### config.mk
export PLATFORM = sky130hd
export DESIGN_NAME = sensor_bringup_seq
export DESIGN_NICKNAME = d
export VERILOG_FILES = /design/src/rtl/sbs_pkg.sv /design/src/rtl/sbs_wait_timer.sv /design/src/rtl/sbs_init_rom.sv /design/src/rtl/sbs_access.sv /design/src/rtl/sensor_bringup_seq.sv
export SDC_FILE = /design/constraint.sdc
export NUM_CORES = 1
export LEC_CHECK = 0
export BUFFER_PORTS_ARGS = -buffer_cell sky130_fd_sc_hd__buf_2
export CAP_MARGIN = 40
export CORE_MARGIN = 1.5
export CORE_UTILIZATION = 55
export DETAILED_ROUTE_END_ITERATION = 7
export GPL_TIMING_DRIVEN = 0
export PLACE_DENSITY = 0.74
export SYNTH_ARGS = -nofsm -noshare
export SYNTH_HDL_FRONTEND = slang
export SYNTH_HIERARCHICAL = 1
export SYNTH_SLANG_ARGS = --single-unit
### constraint.sdc
create_clock -name clk_i -period 6.45 [get_ports clk_i]
set_input_delay 0.3225 -clock clk_i [delete_from_list [all_inputs] [get_ports clk_i]]
set_output_delay 0.3225 -clock clk_i [all_outputs]
set_load 0.02 [all_outputs]
### src/rtl/sbs_pkg.sv
package sbs_pkg;
  localparam logic [3:0] OFF_OP    = 4'd0;
  localparam logic [3:0] OFF_STAT  = 4'd1;
  localparam logic [3:0] OFF_EN    = 4'd2;
  localparam logic [3:0] OFF_SLV   = 4'd3;
  localparam logic [3:0] OFF_TXIDX = 4'd4;
  localparam logic [3:0] OFF_TXVAL = 4'd5;
  localparam logic [3:0] OFF_RXIDX = 4'd8;
  localparam logic [3:0] OFF_RXVAL = 4'd9;

  localparam logic [7:0] OP_WR     = 8'h05;
  localparam logic [7:0] OP_RD     = 8'h70;
  localparam logic [7:0] STAT_WROK = 8'h04;
  localparam logic [7:0] STAT_RDOK = 8'h01;

  localparam logic [7:0] BUS_ON    = 8'h1E;
  localparam logic [7:0] SLV_ADDR  = 8'h60;
  localparam logic [7:0] RST_REG   = 8'h12;
  localparam logic [7:0] RST_VAL   = 8'h80;
  localparam logic [7:0] MID_HREG  = 8'h1C;
  localparam logic [7:0] MID_LREG  = 8'h1D;
  localparam logic [7:0] MID_HVAL  = 8'h7F;
  localparam logic [7:0] MID_LVAL  = 8'hA2;
  localparam logic [7:0] PID_HREG  = 8'h0A;
  localparam logic [7:0] PID_LREG  = 8'h0B;

  typedef enum logic [1:0] {K_RAW, K_WR, K_RD} acc_kind_e;
endpackage

### src/rtl/sbs_wait_timer.sv
module sbs_wait_timer #(
  parameter int CYCLES = 1250000
) (
  input  logic clk_i,
  input  logic rst_ni,
  input  logic load_i,
  output logic idle_o
);
  localparam int CW = (CYCLES < 2) ? 1 : $clog2(CYCLES + 1);
  logic [CW-1:0] cnt_q;

  always_ff @(posedge clk_i or negedge rst_ni) begin
    if (!rst_ni)            cnt_q <= '0;
    else if (load_i)        cnt_q <= CW'(CYCLES);
    else if (cnt_q != '0)   cnt_q <= cnt_q - 1'b1;
  end

  assign idle_o = (cnt_q == '0);
endmodule

### src/rtl/sbs_init_rom.sv
module sbs_init_rom #(
  parameter int DEPTH = 8,
  parameter int IW    = 4,
  parameter logic [DEPTH*16-1:0] TABLE = '1
) (
  input  logic [IW-1:0] idx_i,
  output logic [7:0]    reg_o,
  output logic [7:0]    val_o,
  output logic          end_o
);
  localparam int SLOTS = 1 << IW;
  logic [15:0] ent [SLOTS];

  // slots past DEPTH read as the terminator
  for (genvar g = 0; g < SLOTS; g++) begin : g_slot
    if (g < DEPTH) begin : g_fill
      assign ent[g] = TABLE[g*16 +: 16];
    end else begin : g_pad
      assign ent[g] = 16'hFFFF;
    end
  end

  assign reg_o = ent[idx_i][15:8];
  assign val_o = ent[idx_i][7:0];
  assign end_o = (ent[idx_i] == 16'hFFFF);
endmodule

### src/rtl/sbs_access.sv
module sbs_access
  import sbs_pkg::*;
#(
  parameter int MAX_POLLS = 50
) (
  input  logic       clk_i,
  input  logic       rst_ni,
  input  logic       cmd_valid_i,
  input  acc_kind_e  cmd_kind_i,
  input  logic [7:0] cmd_addr_i,
  input  logic [7:0] cmd_data_i,
  output logic       done_o,
  output logic       fail_o,
  output logic [7:0] rdata_o,
  output logic       bus_req_o,
  output logic       bus_we_o,
  output logic [3:0] bus_idx_o,
  output logic [7:0] bus_wdata_o,
  input  logic       bus_ack_i,
  input  logic [7:0] bus_rdata_i
);
  localparam int PW = $clog2(MAX_POLLS + 1);

  typedef enum logic [2:0] {E_IDLE, E_IDX, E_VAL, E_OP, E_POLL, E_RDV, E_END} est_e;
  est_e       st_q;
  acc_kind_e  kind_q;
  logic [7:0] addr_q, data_q, rd_q;
  logic [PW-1:0] cnt_q, cnt_nxt;
  logic       fail_q;
  logic [7:0] exp_stat;

  assign cnt_nxt  = cnt_q + 1'b1;
  assign exp_stat = (kind_q == K_RD) ? STAT_RDOK : STAT_WROK;

  always_ff @(posedge clk_i or negedge rst_ni) begin
    if (!rst_ni) begin
      st_q <= E_IDLE; kind_q <= K_RAW; addr_q <= '0; data_q <= '0;
      rd_q <= '0; cnt_q <= '0; fail_q <= 1'b0;
    end else begin
      case (st_q)
        E_IDLE: if (cmd_valid_i) begin
          kind_q <= cmd_kind_i; addr_q <= cmd_addr_i; data_q <= cmd_data_i;
          fail_q <= 1'b0; st_q <= E_IDX;
        end
        E_IDX: if (bus_ack_i)
          st_q <= (kind_q == K_RAW) ? E_END : (kind_q == K_WR) ? E_VAL : E_OP;
        E_VAL: if (bus_ack_i) st_q <= E_OP;
        E_OP: if (bus_ack_i) begin
          cnt_q <= '0; st_q <= E_POLL;
        end
        E_POLL: if (bus_ack_i) begin
          cnt_q <= cnt_nxt;
          if (bus_rdata_i == 8'h00 && cnt_nxt < PW'(MAX_POLLS)) st_q <= E_POLL;
          else if (bus_rdata_i == exp_stat) st_q <= (kind_q == K_RD) ? E_RDV : E_END;
          else begin fail_q <= 1'b1; st_q <= E_END; end
        end
        E_RDV: if (bus_ack_i) begin
          rd_q <= bus_rdata_i; st_q <= E_END;
        end
        default: st_q <= E_IDLE;
      endcase
    end
  end

  always_comb begin
    bus_we_o = 1'b1; bus_idx_o = OFF_OP; bus_wdata_o = 8'h00;
    case (st_q)
      E_IDX: begin
        bus_idx_o   = (kind_q == K_RAW) ? addr_q[3:0] : (kind_q == K_WR) ? OFF_TXIDX : OFF_RXIDX;
        bus_wdata_o = (kind_q == K_RAW) ? data_q : addr_q;
      end
      E_VAL: begin bus_idx_o = OFF_TXVAL; bus_wdata_o = data_q; end
      E_OP:  bus_wdata_o = (kind_q == K_RD) ? OP_RD : OP_WR;
      E_POLL: begin bus_we_o = 1'b0; bus_idx_o = OFF_STAT; end
      E_RDV:  begin bus_we_o = 1'b0; bus_idx_o = OFF_RXVAL; end
      default: ;
    endcase
  end

  assign bus_req_o = (st_q inside {E_IDX, E_VAL, E_OP, E_POLL, E_RDV});
  assign done_o    = (st_q == E_END);
  assign fail_o    = fail_q;
  assign rdata_o   = rd_q;


  poll_limit_chk: assert property (@(posedge clk_i) disable iff (!rst_ni)
    (st_q == E_POLL) |-> (cnt_q < PW'(MAX_POLLS)));

  req_hold_chk: assert property (@(posedge clk_i) disable iff (!rst_ni)
    (bus_req_o && !bus_ack_i) |=> (bus_req_o && $stable(bus_idx_o) && $stable(bus_we_o) && $stable(bus_wdata_o)));
endmodule

### src/rtl/sensor_bringup_seq.sv
module sensor_bringup_seq
  import sbs_pkg::*;
#(
  parameter int WAIT_CYCLES = 1250000,
  parameter int MAX_POLLS   = 50,
  parameter int TBL_DEPTH   = 8,
  parameter logic [TBL_DEPTH*16-1:0] INIT_TABLE =
    {16'h0000, 16'h0000, 16'hFFFF, 16'h1365, 16'h10FF, 16'hFF10, 16'h3B01, 16'h1180}
) (
  input  logic        clk_i,
  input  logic        rst_ni,
  input  logic        start_i,
  output logic        done_o,
  output logic        err_o,
  output logic [15:0] pid_o,
  output logic        bus_req_o,
  output logic        bus_we_o,
  output logic [3:0]  bus_idx_o,
  output logic [7:0]  bus_wdata_o,
  input  logic        bus_ack_i,
  input  logic [7:0]  bus_rdata_i
);
  localparam int TIW = $clog2(TBL_DEPTH + 1);

  typedef enum logic [3:0] {
    T_IDLE, T_EN, T_ADR, T_RST, T_W1, T_MIDH, T_MIDL, T_PIDH, T_PIDL, T_TCHK, T_TWR, T_W2
  } tst_e;

  tst_e           st_q;
  logic           issue_q, done_q, err_q;
  logic [15:0]    pid_q;
  logic [TIW-1:0] tbl_idx_q;

  acc_kind_e  cmd_kind;
  logic [7:0] cmd_addr, cmd_data;
  logic       acc_done, acc_fail;
  logic [7:0] acc_rdata;
  logic [7:0] tbl_reg, tbl_val;
  logic       tbl_term, tbl_end;
  logic       tmr_load, tmr_idle;

  sbs_init_rom #(.DEPTH(TBL_DEPTH), .IW(TIW), .TABLE(INIT_TABLE)) u_rom (
    .idx_i(tbl_idx_q), .reg_o(tbl_reg), .val_o(tbl_val), .end_o(tbl_term)
  );

  assign tbl_end  = tbl_term || (tbl_idx_q == TIW'(TBL_DEPTH));
  assign tmr_load = (st_q == T_RST && acc_done && !acc_fail) || (st_q == T_TCHK && tbl_end);

  sbs_wait_timer #(.CYCLES(WAIT_CYCLES)) u_tmr (
    .clk_i(clk_i), .rst_ni(rst_ni), .load_i(tmr_load), .idle_o(tmr_idle)
  );

  always_comb begin
    cmd_kind = K_RAW; cmd_addr = 8'h00; cmd_data = 8'h00;
    case (st_q)
      T_EN:   begin cmd_addr = {4'h0, OFF_EN};  cmd_data = BUS_ON;   end
      T_ADR:  begin cmd_addr = {4'h0, OFF_SLV}; cmd_data = SLV_ADDR; end
      T_RST:  begin cmd_kind = K_WR; cmd_addr = RST_REG; cmd_data = RST_VAL; end
      T_MIDH: begin cmd_kind = K_RD; cmd_addr = MID_HREG; end
      T_MIDL: begin cmd_kind = K_RD; cmd_addr = MID_LREG; end
      T_PIDH: begin cmd_kind = K_RD; cmd_addr = PID_HREG; end
      T_PIDL: begin cmd_kind = K_RD; cmd_addr = PID_LREG; end
      T_TWR:  begin cmd_kind = K_WR; cmd_addr = tbl_reg; cmd_data = tbl_val; end
      default: ;
    endcase
  end

  sbs_access #(.MAX_POLLS(MAX_POLLS)) u_acc (
    .clk_i(clk_i), .rst_ni(rst_ni),
    .cmd_valid_i(issue_q), .cmd_kind_i(cmd_kind), .cmd_addr_i(cmd_addr), .cmd_data_i(cmd_data),
    .done_o(acc_done), .fail_o(acc_fail), .rdata_o(acc_rdata),
    .bus_req_o(bus_req_o), .bus_we_o(bus_we_o), .bus_idx_o(bus_idx_o), .bus_wdata_o(bus_wdata_o),
    .bus_ack_i(bus_ack_i), .bus_rdata_i(bus_rdata_i)
  );

  always_ff @(posedge clk_i or negedge rst_ni) begin
    if (!rst_ni) begin
      st_q <= T_IDLE; issue_q <= 1'b0; done_q <= 1'b0; err_q <= 1'b0;
      pid_q <= '0; tbl_idx_q <= '0;
    end else begin
      issue_q <= 1'b0;
      case (st_q)
        T_IDLE: if (start_i) begin
          done_q <= 1'b0; err_q <= 1'b0; st_q <= T_EN; issue_q <= 1'b1;
        end
        T_W1: if (tmr_idle) begin st_q <= T_MIDH; issue_q <= 1'b1; end
        T_TCHK: if (tbl_end) st_q <= T_W2;
                else begin st_q <= T_TWR; issue_q <= 1'b1; end
        T_W2: if (tmr_idle) begin done_q <= 1'b1; st_q <= T_IDLE; end
        default: if (acc_done) begin
          if (acc_fail) begin
            err_q <= 1'b1; st_q <= T_IDLE;
          end else begin
            case (st_q)
              T_EN:  begin st_q <= T_ADR; issue_q <= 1'b1; end
              T_ADR: begin st_q <= T_RST; issue_q <= 1'b1; end
              T_RST: st_q <= T_W1;
              T_MIDH: if (acc_rdata != MID_HVAL) begin err_q <= 1'b1; st_q <= T_IDLE; end
                      else begin st_q <= T_MIDL; issue_q <= 1'b1; end
              T_MIDL: if (acc_rdata != MID_LVAL) begin err_q <= 1'b1; st_q <= T_IDLE; end
                      else begin st_q <= T_PIDH; issue_q <= 1'b1; end
              T_PIDH: begin pid_q[15:8] <= acc_rdata; st_q <= T_PIDL; issue_q <= 1'b1; end
              T_PIDL: begin pid_q[7:0] <= acc_rdata; tbl_idx_q <= '0; st_q <= T_TCHK; end
              T_TWR:  begin tbl_idx_q <= tbl_idx_q + 1'b1; st_q <= T_TCHK; end
              default: st_q <= T_IDLE;
            endcase
          end
        end
      endcase
    end
  end

  assign done_o = done_q;
  assign err_o  = err_q;
  assign pid_o  = pid_q;


  wait_quiet_chk: assert property (@(posedge clk_i) disable iff (!rst_ni)
    (st_q == T_W1 || st_q == T_W2) |-> !bus_req_o);

  flags_excl_chk: assert property (@(posedge clk_i) disable iff (!rst_ni)
    !(done_o && err_o));

  mid_abort_chk: assert property (@(posedge clk_i) disable iff (!rst_ni)
    (st_q == T_MIDH && acc_done && !acc_fail && acc_rdata != MID_HVAL) |=> (err_o && st_q == T_IDLE));

  done_after_wait_chk: assert property (@(posedge clk_i) disable iff (!rst_ni)
    $rose(done_o) |-> ($past(st_q) == T_W2));

  tbl_stop_chk: assert property (@(posedge clk_i) disable iff (!rst_ni)
    (st_q == T_TCHK && tbl_end) |=> (st_q == T_W2));
endmodule

==> results.json <==
{
  "outcome": "completed",
  "fp.dieArea_sq_um": 9600,
  "cts.sinks": 84,
  "synth.top_cells.by_area": "sky130_fd_sc_hd__dfrtp_1 42%, sky130_fd_sc_hd__mux2_2 9.8%, sky130_fd_sc_hd__nor2_1 3.6%",
  "detailedRoute.firstIterationViolations": 308,
  "timing.final.hold_violations": 0,
  "finalCriticalPeriod_ns": 3.23,
  "power.leakage_nw": 2.55,
  "drc": 0,
  "fill_cells": 723,
  "use_met1_pct": 33.3,
  "layout_worst_path_cycle_share_pct": 50.1,
  "dpl-instance-area_sq_um": 5340,
  "globalRouteTotalUtil_pct": 25.3,
  "post_synth_instance_area_sq_um": 4960,
  "ir_worst_vdd_v": 0.000262,
  "grt_start_max_net_pins": 51,
  "num_rows": 34,
  "gr_overflow_total": 0,
  "grt_first_pass_wirelength_um": 19700,
  "rsz_0062_raised_after_global_routing": "false",
  "post-route-util_pct": 63.9,
  "fmaxAchievable_mhz": 310,
  "syn_area_per_cell_sq_um": 9.67,
  "route.antenna.remaining_nets": 0,
  "detail_route.first_pass.iterations": 5,
  "cp-start-kind": "register",
  "core_area_sq_um": 8720,
  "post_synth_num_cell_types": 68,
  "grtUsageMet3_pct": 5.08,
  "final_common_cell": "sky130_fd_sc_hd__dfrtp_1",
  "async_flop_share_pct": 100,
  "synth_largest_area_cell": "sky130_fd_sc_hd__dfrtp_1",
  "floorplan.initialDensity_pct": 56.9,
  "clkSlewWorstSetupHoldPaths_ns": 0.10,
  "layout.cells.most_common_list": "84 x sky130_fd_sc_hd__dfrtp_1, 54 x sky130_fd_sc_hd__buf_2, 47 x sky130_fd_sc_hd__nor2_1",
  "layout-area-overhead-vs-synth_pct": 12.4,
  "postSynthCellCount": 513,
  "timing.critical_path.to": "u_tmr/cnt_q[6]",
  "timing.max_cap.violations": 0,
  "instances_no_fill": 681,
  "dp_hpwl_um": 8530,
  "num-nets-final": 589,
  "rrSetupSlack_ns": 3.22,
  "cts-root-buf": "sky130_fd_sc_hd__clkbuf_8",
  "boundaryPins": 44,
  "post-cts-setup-buffer-count": 0,
  "critical_path.endpoint_type": "register",
  "max_slew.worst_pin.slew_ns": 0.833,
  "gp_congestion": 1.01,
  "placement.io_buffers": 42,
  "setup_tns_ns": 0,
  "finalInstanceArea_sq_um": 5580,
  "cts_htree_levels": 3,
  "avgRoutedWirePerCell_um": 17.3,
  "die_w_um": 98.0,
  "maxSlewViolCount": 0,
  "syn_nets": 534,
  "grtUsageMet2_pct": 43.0,
  "dieHeight_um": 98.0,
  "clock_tree_from_tritoncts": "done",
  "worst_skew_pair.late_latency_ns": 0.37,
  "sequential_to_total_area_share_from_yosys_stat_pct": 42.4,
  "cts-root-to-sink-buffers": 2,
  "power_density_nw_per_um2": 421,
  "via_count_of_the_first_global_routing_pass": 4060,
  "netlist.area_leader.share_pct": 42.4,
  "routed_via_density": 6.21,
  "grt-busiest-layer": "met2",
  "tritoncts.num_buffers": 9,
  "maxSlewHeadroom_pct": 44.1,
  "vias": 4231,
  "ys_ff_latch": 84,
  "critical_path_peak_fanout": 10,
  "worst_setup_path_startpoint": "u_acc/st_q[2]",
  "hold_path.class": "primary input to register",
  "clock_skew_ns": 0.0128,
  "worst_ep_arrival_time_ns": 3.53,
  "crit-reg2reg-launch": "u_acc/st_q[2]",
  "antenna_found_initial": 0,
  "critPathRequiredTime_ns": 6.75,
  "n_antenna_cell": 0,
  "synth-main-ff-cell": "sky130_fd_sc_hd__dfrtp_1",
  "timing_worst_setup_path_type": "register to register",
  "synth-edff-count": 0,
  "routed_wl_um": 11800,
  "worst_r2r_endpoint": "u_tmr/cnt_q[6]",
  "post_route_cells_drive_above_1_share_pct": 25.0,
  "place_inst": 664,
  "setup_viol": 0,
  "r2r_cells": 9,
  "synth_warnings": 6
}
worst min-delay path by stage:
stage,end,startpoint,slack (ns),cells after the start
2_1_floorplan,done_o,rst_ni,0.03,0
3_3_place_gp,pid_o[11],pid_o[11],0.47,1
3_5_place_dp,u_acc/addr_q[5],rst_ni,0.32,1
4_1_cts,u_acc/rdata_o[1],bus_rdata_i[1],0.19,2
5_1_grt,u_acc/rdata_o[1],bus_rdata_i[1],0.19,2
6_report,u_acc/rdata_o[1],bus_rdata_i[1],0.19,2
worst max-delay path, stage by stage (launching register included):
cell and delay [ns]:
sky130_fd_sc_hd__dfrtp_1 0.37, sky130_fd_sc_hd__clkbuf_1 0.31, sky130_fd_sc_hd__buf_1 0.40, sky130_fd_sc_hd__nor3b_1 0.49
sky130_fd_sc_hd__nand2b_1 0.21, sky130_fd_sc_hd__o21ai_0 0.26, sky130_fd_sc_hd__clkbuf_1 0.47, sky130_fd_sc_hd__clkbuf_1 0.43
sky130_fd_sc_hd__nor2_1 0.08, sky130_fd_sc_hd__mux2i_1 0.13
state kept, by name, summed over array words and instances (netlist names), 3 cells and up:
register       count
u_tmr/cnt_q       21
pid_o             16
u_acc/addr_q       8
u_acc/data_q       8
u_acc/rdata_o      8
u_acc/cnt_q        6
st_q               4
tbl_idx_q          4
u_acc/st_q         3
logic make-up after synthesis:
group | synth area share (%)
XOR/XNOR | 0.530
multiplexers | 11.7
adder cells (fa/ha/maj) | 2.27
buffers and inverters | 5.09
AND/OR/NAND/NOR | 21.1
AO/OA/AOI/OAI | 16.9
flip-flops | 42.4
per-stage QoR:
stage / hold WS [ns] / setup WS [ns] / power, mW
2_1_floorplan: 0.0269 / 3.69 / 1.61
4_1_cts: 0.185 / 3.27 / 2.34
3_3_place_gp: 0.472 / 3.34 / 1.86
6_report: 0.194 / 3.22 / 2.35
5_1_grt: 0.190 / 2.97 / 2.51
3_5_place_dp: 0.317 / 3.30 / 1.90
routing by layer:
layer	wire length (um)	share of wire (%)	up-vias
met5	0	0	-
met4	190	1.6	0
met3	559	4.7	22
met2	6020	51	140
met1	5010	43	2083
li1	-	-	1986
synthesized netlist by cell type (all sizes together), types with 3 or more instances:
cell	number
or3	16
o31a	5
and2	3
mux2	48
nand3b	3
o22ai	4
nand2b	10
a21boi	4
or2	3
a221o	5
and3	5
o32ai	5
a211oi	6
or4b	4
nand4	4
o21ai	17
nor4	10
a31oi	6
clkbuf	6
a21oi	37
mux2i	4
nor3	15
o31ai	5
a21o	5
a22o	6
nand3	11
inv	17
ha	9
nor2	48
xor2	3
nor2b	12
nand2	37
dfrtp	84
or4	4
buf	27
report_power, final:
group | internal (mW) | switching, mW | total (mW) | leakage, nW
registers | 0.696 | 0.160 | 0.856 | 1.10
clock network | 0.224 | 0.209 | 0.433 | 0.112
logic | 0.425 | 0.633 | 1.06 | 1.34
area by class of cell:
cell class                      instances  area (sq um)  share of cell area (%)
Timing Repair Buffer                   44           250                    4.49
Clock buffer                            9           124                    2.22
Multi-Input combinational cell        378          2610                    46.8
Tap cell                              108           135                    2.42
Clock inverter                          7           105                    1.88
Buffer                                 33           185                    3.32
Inverter                               18          67.6                    1.21
Sequential cell                        84          2100                    37.7
repair_timing:
action / 4_1_cts / 5_1_grt
hold buffers: 1 / 0
hold endpoints to repair: 34 / 0
resized for setup: 0 / 0
Power figures use the tool's default switching activity.
